==> src/rtl/ep_resp_pkg.sv <==
package ep_resp_pkg;

  localparam int unsigned ADDR_W = 7;
  localparam int unsigned EP_W   = 4;

  typedef enum logic [1:0] {
    TOK_OUT   = 2'b00,
    TOK_IN    = 2'b01,
    TOK_SETUP = 2'b10,
    TOK_RSVD  = 2'b11
  } tok_kind_e;

  typedef enum logic [1:0] {
    HS_NONE  = 2'b00,
    HS_ACK   = 2'b01,
    HS_NAK   = 2'b10,
    HS_STALL = 2'b11
  } hs_e;

  // Endpoint configuration byte, MSB first.
  typedef struct packed {
    logic            stall;
    logic            rsvd;
    logic            iso;
    logic            enable;
    logic [EP_W-1:0] epnum;
  } ep_cfg_t;

  typedef struct packed {
    logic match;
    hs_e  hs;
    logic send;
    logic accept;
  } decision_t;

endpackage

==> src/rtl/ep_tok_match.sv <==
module ep_tok_match #(
  parameter int unsigned ADDR_W = 7,
  parameter int unsigned EP_W   = 4
) (
  input  logic [ADDR_W-1:0] tok_addr,
  input  logic [EP_W-1:0]   tok_ep,
  input  logic [ADDR_W-1:0] dev_addr,
  input  logic [EP_W-1:0]   cfg_ep,
  input  logic              cfg_enable,
  input  logic              addr_cmp_en,
  input  logic              kind_legal,
  output logic              hit
);

  logic [ADDR_W-1:0] addr_eq_bits;
  logic [EP_W-1:0]   ep_eq_bits;

  for (genvar i = 0; i < ADDR_W; i++) begin : g_addr_eq
    assign addr_eq_bits[i] = ~(tok_addr[i] ^ dev_addr[i]);
  end

  for (genvar j = 0; j < EP_W; j++) begin : g_ep_eq
    assign ep_eq_bits[j] = ~(tok_ep[j] ^ cfg_ep[j]);
  end

  assign hit = addr_cmp_en & cfg_enable & kind_legal &
               (&addr_eq_bits) & (&ep_eq_bits);

endmodule

==> src/rtl/ep_hs_decide.sv <==
module ep_hs_decide
  import ep_resp_pkg::*;
(
  input  logic      hit,
  input  tok_kind_e kind,
  input  logic      iso,
  input  logic      stall,
  input  logic      tx_en,
  input  logic      tx_empty,
  input  logic      rx_en,
  input  logic      rx_full,
  output decision_t dec
);

  always_comb begin
    dec        = '0;
    dec.match  = hit;
    dec.hs     = HS_NONE;
    if (hit) begin
      unique case (kind)
        TOK_IN: begin
          if (tx_en) begin
            if (stall)          dec.hs = HS_STALL;
            else if (tx_empty)  dec.hs = iso ? HS_NONE : HS_NAK;
            else                dec.send = 1'b1;
          end
        end
        TOK_OUT: begin
          if (rx_en) begin
            if (stall)          dec.hs = HS_STALL;
            else if (rx_full)   dec.hs = iso ? HS_NONE : HS_NAK;
            else begin
              dec.accept = 1'b1;
              dec.hs     = iso ? HS_NONE : HS_ACK;
            end
          end
        end
        TOK_SETUP: begin
          // stall deliberately not consulted for SETUP
          if (rx_en) begin
            if (rx_full)        dec.hs = iso ? HS_NONE : HS_NAK;
            else begin
              dec.accept = 1'b1;
              dec.hs     = iso ? HS_NONE : HS_ACK;
            end
          end
        end
        default: dec = '0;
      endcase
    end
  end

endmodule

==> src/rtl/usb_ep_responder.sv <==
module usb_ep_responder
  import ep_resp_pkg::*;
(
  input  logic       clk,
  input  logic       rst_n,
  input  logic       tok_valid,
  input  logic [1:0] tok_kind,
  input  logic [6:0] tok_addr,
  input  logic [3:0] tok_ep,
  input  logic [6:0] dev_addr,
  input  logic       addr_cmp_en,
  input  logic [7:0] ep_cfg,
  input  logic       tx_fifo_en,
  input  logic       tx_fifo_empty,
  input  logic       rx_fifo_en,
  input  logic       rx_fifo_full,
  output logic       dec_valid,
  output logic       dec_match,
  output logic [1:0] dec_hs,
  output logic       dec_send,
  output logic       dec_accept
);

  ep_cfg_t   cfg;
  tok_kind_e kind;
  logic      kind_legal;
  logic      hit;
  decision_t dec_d;
  decision_t dec_q;
  logic      valid_q;
  logic      unused_rsvd;

  assign cfg         = ep_cfg_t'(ep_cfg);
  assign kind        = tok_kind_e'(tok_kind);
  assign kind_legal  = (kind != TOK_RSVD);
  assign unused_rsvd = cfg.rsvd;

  ep_tok_match #(
    .ADDR_W (ADDR_W),
    .EP_W   (EP_W)
  ) i_match (
    .tok_addr    (tok_addr),
    .tok_ep      (tok_ep),
    .dev_addr    (dev_addr),
    .cfg_ep      (cfg.epnum),
    .cfg_enable  (cfg.enable),
    .addr_cmp_en (addr_cmp_en),
    .kind_legal  (kind_legal),
    .hit         (hit)
  );

  ep_hs_decide i_decide (
    .hit      (hit),
    .kind     (kind),
    .iso      (cfg.iso),
    .stall    (cfg.stall),
    .tx_en    (tx_fifo_en),
    .tx_empty (tx_fifo_empty),
    .rx_en    (rx_fifo_en),
    .rx_full  (rx_fifo_full),
    .dec      (dec_d)
  );

  always_ff @(posedge clk) begin
    if (!rst_n) begin
      valid_q <= 1'b0;
      dec_q   <= '0;
    end else begin
      valid_q <= tok_valid;
      dec_q   <= tok_valid ? dec_d : '0;
    end
  end

  assign dec_valid  = valid_q;
  assign dec_match  = dec_q.match;
  assign dec_hs     = dec_q.hs;
  assign dec_send   = dec_q.send;
  assign dec_accept = dec_q.accept;

endmodule

==> config.mk <==
export PLATFORM = sky130hd
export DESIGN_NAME = usb_ep_responder
export DESIGN_NICKNAME = d
export VERILOG_FILES = /design/src/rtl/ep_resp_pkg.sv /design/src/rtl/ep_tok_match.sv /design/src/rtl/ep_hs_decide.sv /design/src/rtl/usb_ep_responder.sv
export SDC_FILE = /design/constraint.sdc
export NUM_CORES = 1
export LEC_CHECK = 0
export CAP_MARGIN = 25
export CORE_MARGIN = 4
export CORE_UTILIZATION = 25
export DETAILED_ROUTE_END_ITERATION = 10
export GPL_ROUTABILITY_DRIVEN = 0
export HOLD_SLACK_MARGIN = 0.02
export PLACE_DENSITY = 0.82
export SLEW_MARGIN = 20
export SYNTH_ARGS = -nofsm -noshare
export SYNTH_HDL_FRONTEND = slang
export SYNTH_SLANG_ARGS = --single-unit
==> constraint.sdc <==
create_clock -name clk -period 1.44 [get_ports clk]
set_input_delay 0.36 -clock clk [delete_from_list [all_inputs] [get_ports clk]]
set_output_delay 0.36 -clock clk [all_outputs]
set_load 0.005 [all_outputs]
==> key figures, run 1 <==
Logic synthesis
  • Yosys reg bits: 6
  • Avg Inst Size Synth: 9.16 µm²
  • Post-synth top area share: 32.0%
  • Sequential-to-total area share from yosys stat: 32.0%
  • Syn Nets: 77
  • Ranking of synthesized cells by area: dfxtp_1 32%, xor2_1 26%, nor4_2 10%
  • Synth area leader: dfxtp_1
  • Post-synthesis cell count: 41
  • Cell variety after synth: 16
  • Mapped Area: 375 µm²
  • YS warnings: 0

STA
  • Tcrit/Tclk final: 96.4%
  • F_max: 721 MHz
  • Worst-margin pin slew: 0.256 ns
  • Slew margin rel.: 82.8%
  • Fin. Hold Viols: 0
  • Final setup fails: 0
  • Slew Limit Fails: 0
  • WHS: 0.362 ns
  • Min Clock Period, post-route: 1.39 ns

Worst setup path
  • Crit Path Max Fanout: 3
  • Startpoint Class: input pin
  • Setup CP Type: in2reg
  • CP required: 1.61 ns
  • Worst EP arrival: 1.56 ns
  • Setup crit end kind: flop

Clock network
  • CTS hold repair buffers: 0
  • CTS Buffer Depth: 2
  • CTS buffer count: 3
  • Clk slew on worst S/H paths: 0.04 ns
  • CTS tree: done
  • H-Tree Depth: 1
  • CTS Sinks: 6
  • Root Buffer: clkbuf_4

Drt
  • Drt drc: 0
  • Final ANT Viol Nets: 0
  • Drt total wl: 1260 µm
  • Drt pass-1 iters: 4
  • DR vias: 461
  • Routed len/inst: 12.3 µm
  • Drt initial violations: 5
  • Vias per Instance: 4.52

Hold path
  • Hold crit path type: in2reg

Layout
  • # diodes: 0
  • Nets: 125
  • Synthesis-to-finish area growth: 141%
  • Most frequent cells in the layout: 16 x clkdlybuf4s50_1, 14 x dlymetal6s2s_1, 9 x xor2_1
  • Most common cell after layout, fill and taps aside: clkdlybuf4s50_1
  • Share of layout cells above drive strength 1: 18.4%
  • Final non-filler cell total: 102

Pwr
  • Flop pwr share: 36.3%
  • Logic pwr share: 32.5%
  • Clk pwr share: 31.1%
  • Switching power total: 105 µW
  • P_int: 359 µW
  • Leakage: 0.475 nW
  • VDD IR max: 0.215 mV
  • Sw frac: 22.6%
  • PD cells: 514 mW/mm²

GRT
  • First-pass GRT wire length: 1690 µm
  • Vias in the first global route: 462
  • Grt ovf: 0
  • Largest net degree at the start of global routing: 5
  • Initial antenna violation count: 0
  • All-Layer GR Usage: 11.6%

Placed design
  • Post-DP HPWL: 1010 µm
  • PortBufs: 40
  • Post-Place Cells: 98

Floorplan
  • Die height: 46.8 µm
  • Die area: 0.00219 mm²
  • Total core area: 0.00135 mm²
  • Rows: 13
  • DIE WIDTH: 46.8 µm
  • Initial Util: 27.8%
  • I/O pins: 42

Run status
  • Status: finished, final reports clean

Job
  • Max cap viols: 0
[cell usage after synthesis]
master    instances
a21oi_1           2
and2_1            1
dfxtp_1           6
inv_1             1
mux2_2            1
nand2_1           4
nand2b_1          3
nand4_1           1
nand4_2           1
nor2_1            2
nor2b_1           1
nor3_1            2
nor4_2            3
o21a_1            1
o22ai_1           1
xor2_1           11
[flip-flops by register name, summed over array words and instances, names as in the netlist]
signal and count:
dec_valid 1, dec_hs 2, dec_send 1, dec_accept 1, dec_match 1
[power by group through the flow]
| stage | Clock, mW | Sequential, mW | Combinational (mW) |
|---|---|---|---|
| finish | 0.144 | 0.169 | 0.151 |
| global route | 0.156 | 0.169 | 0.162 |
| CTS | 0.153 | 0.169 | 0.150 |
| detailed placement | 0 | 0.172 | 0.156 |
| global placement | 0 | 0.171 | 0.154 |
| floorplan | 0 | 0.172 | 0.0432 |
[worst paths after layout]
kind  cells past startpoint                   end        start
max                       7  dec_hs[0]$_SDFF_PN0_  tok_addr[6]
min                       2  dec_valid$_SDFF_PN0_    tok_valid
[area by class of cell]
| type | count | area, µm² |
|---|---|---|
| multi-input cells | 34 | 280 |
| well taps | 15 | 18.8 |
| flip-flops and latches | 6 | 120 |
| inverters | 1 | 3.75 |
| clock buffers | 3 | 22.5 |
| fillers | 116 | 447 |
| repair buffers | 43 | 458 |
[worst max-delay path, cell delays in order]
cell and delay, ns:
dlygate4sd2_1 0.24, xor2_1 0.17, nor4_2 0.29, nand4_2 0.17, buf_6 0.16, buf_6 0.10
nor2_1 0.07
[cell families after synthesis]
family | count (synthesis) | share of synthesized area, %
muxes | 1 | 3.00
buffers and inverters | 1 | 0.999
DFF | 6 | 32.0
and+or+nand+nor | 18 | 32.0
AOI/OAI and AO/OA | 4 | 6.34
xor gates and xnor gates | 11 | 25.7
[timing repair]
| action | 4_1_cts | 5_1_grt |
|---|---|---|
| gates resized for setup | 13 | 22 |
| endpoints found under the setup margin | 5 | 5 |
| setup buffers | 0 | 1 |
| pin swaps | 10 | 12 |
[stage by stage]
| step | TNS (ns) | setup slack (ns) | utilization (%) | cell area, µm² | power [mW] |
|---|---|---|---|---|---|
| floorplan | 0 | 0.141 | - | 375 | 0.215 |
| global placement | -1.44 | -0.351 | 60.0 | 810 | 0.325 |
| detailed placement | -1.57 | -0.372 | 60.0 | 810 | 0.328 |
| CTS | 0 | 0.0128 | 61.7 | 833 | 0.471 |
| global route | -0.0202 | -0.0101 | 66.9 | 903 | 0.487 |
| finish | 0 | 0.0525 | 66.9 | 903 | 0.464 |
[per-layer routing]
layer  routed length (µm)  part of all wire, %  vias to the layer above  global-route usage (%)
met4                   20                  1.6                        0                    12.2
li1                     -                    -                      232                       -
met3                  143                   11                        2                    3.45
met5                    0                    0                        -                       0
met2                  691                   55                       33                    20.3
met1                  400                   32                      194                    9.91
Power figures use the tool's default switching activity.
==> run 2: changes to the inputs <==
--- a/config.mk
+++ b/config.mk
@@ -11,6 +11,7 @@
 export DETAILED_ROUTE_END_ITERATION = 10
 export GPL_ROUTABILITY_DRIVEN = 0
 export HOLD_SLACK_MARGIN = 0.02
+export MAX_ROUTING_LAYER = met4
 export PLACE_DENSITY = 0.82
 export SLEW_MARGIN = 20
 export SYNTH_ARGS = -nofsm -noshare
==> run 2 against run 1 <==
Hold slack about the same. Critical path depth decreased by 6. Clock power about the same. Die area unchanged. First-iteration DRC count unchanged. Sequential share of layout area unchanged. Sequential power about the same. Cell area unchanged. Fmax about the same. Cell count unchanged. Largest cell class unchanged.
==> key figures, run 2 (same netlist as run 1, synthesis figures left out) <==
Run status
  • Status: finished, final reports clean

GRT
  • Initial antenna violation count: 0
  • First-pass GRT wire length: 1690 µm
  • Grt ovf: 0
  • All-Layer GR Usage: 11.9%
  • Largest net degree at the start of global routing: 5
  • Vias in the first global route: 462

Placed design
  • Placement Cell Area: 810 µm²
  • Post-Place Cells: 98
  • Post-DP HPWL: 1010 µm
  • PortBufs: 40

STA
  • Min Clock Period, post-route: 1.39 ns
  • Tcrit/Tclk final: 96.3%
  • Worst-margin pin slew: 0.254 ns
  • Fin. Hold Viols: 0
  • Slew Limit Fails: 0
  • Final setup fails: 0
  • F_max: 721 MHz
  • Slew margin rel.: 82.9%

Layout
  • Synthesis-to-finish area growth: 141%
  • # diodes: 0
  • Nets: 125
  • Fin area: 903 µm²
  • Share of layout cells above drive strength 1: 18.4%
  • Most frequent cells in the layout: 16 x clkdlybuf4s50_1, 14 x dlymetal6s2s_1, 9 x xor2_1
  • Most common cell after layout, fill and taps aside: clkdlybuf4s50_1
  • Final non-filler cell total: 102
  • Max reg flops: 2

Drt
  • Vias per Instance: 4.52
  • Drt pass-1 iters: 4
  • DR vias: 461
  • Drt initial violations: 5
  • Drt total wl: 1250 µm
  • Routed len/inst: 12.2 µm
  • Final ANT Viol Nets: 0
  • Drt drc: 0

Clock network
  • CTS Sinks: 6
  • CTS tree: done
  • H-Tree Depth: 1
  • Clk slew on worst S/H paths: 0.04 ns
  • CTS buffer count: 3
  • Root Buffer: clkbuf_4
  • CTS Buffer Depth: 2

Pwr
  • Leakage: 0.475 nW
  • VDD IR max: 0.215 mV
  • Pwr Total: 464 µW
  • PD cells: 513 mW/mm²

Floorplan
  • Die area: 0.00219 mm²
  • I/O pins: 42
  • DIE WIDTH: 46.8 µm
  • Rows: 13
  • Total core area: 0.00135 mm²
  • Die height: 46.8 µm
  • Initial Util: 27.8%

Worst setup path
  • Crit Path Max Fanout: 1
  • Worst EP arrival: 1.03 ns
  • Max incr delay on CP: 0.49 ns
  • CP delay by family, top: buffers and inverters
  • CP required: 1.08 ns
  • Setup crit end kind: output port
  • Crit path launch: dec_hs[1]$_SDFF_PN0_
  • Startpoint Class: flop
  • CP max stage cell: clkdlybuf4s50_1
  • Critical Path, Cell by Cell: clkdlybuf4s50_1
  • Worst path bufs/invs: 1
  • Setup CP Type: reg2out

Hold path
  • Worst hold start: tok_valid
  • Hold crit path type: in2reg

Job
  • Max cap viols: 0
run 2: cell counts in the layout (fill, tap and decap cells not counted):
Identical to the previous run, type by type.
run 2: stage by stage:
stage / util [%] / TNS [ns] / hold WS, ns / setup slack, ns
after floorplan: - / 0 / 0.431 / 0.141
after global placement: 60.0 / -1.44 / 0.960 / -0.351
after detailed placement: 60.0 / -1.57 / 0.961 / -0.372
after CTS: 61.7 / 0 / 0.708 / 0.0128
after global routing: 66.9 / -0.0202 / 0.391 / -0.0101
final: 66.9 / 0 / 0.362 / 0.0529
run 2: routing by layer:
layer  global-route usage, %  up-vias  part of all wire, %
li1                        -      232                    -
met1                    10.6      194                   32
met2                    20.3       33                   55
met3                    2.30        2                   11
met4                    12.2        0                  1.6
met5                       -        -                    0
run 2: layout make-up:
cell class / count / area (µm²)
clock buffers: 3 / 22.5
multi-input cells: 34 / 280
fillers: 116 / 447
well taps: 15 / 18.8
repair buffers: 43 / 458
inverters: 1 / 3.75
flip-flops and latches: 6 / 120
run 2: worst paths after layout:
| kind | to | slack [ns] | cells past startpoint |
|---|---|---|---|
| hold / removal | dec_valid$_SDFF_PN0_ | 0.36 | 2 |
| setup / recovery | dec_hs[1] | 0.05 | 1 |
run 2: power breakdown:
part	internal (mW)	switching [mW]
registers	0.168	0.000309
logic	0.0973	0.0534
clock network	0.0936	0.0507
run 2: repair_timing:
action / in CTS / in global routing
gates resized for setup: 13 / 22
buffers inserted: 0 / 1
endpoints found under the setup margin: 5 / 5
gates cloned: 0 / 0
pin swaps: 10 / 12
hold buffers: 0 / 0
==> run 3: changes to the inputs <==
--- a/config.mk
+++ b/config.mk
@@ -8,6 +8,7 @@
 export CAP_MARGIN = 25
 export CORE_MARGIN = 4
 export CORE_UTILIZATION = 25
+export CTS_BUF_LIST = sky130_fd_sc_hd__clkbuf_4
 export DETAILED_ROUTE_END_ITERATION = 10
 export GPL_ROUTABILITY_DRIVEN = 0
 export HOLD_SLACK_MARGIN = 0.02
@@ -17,3 +18,4 @@
 export SYNTH_ARGS = -nofsm -noshare
 export SYNTH_HDL_FRONTEND = slang
 export SYNTH_SLANG_ARGS = --single-unit
+export TNS_END_PERCENT = 20
==> results of run 3 <==
No change in the layout: final DEF, timing and power equal those of run 2.
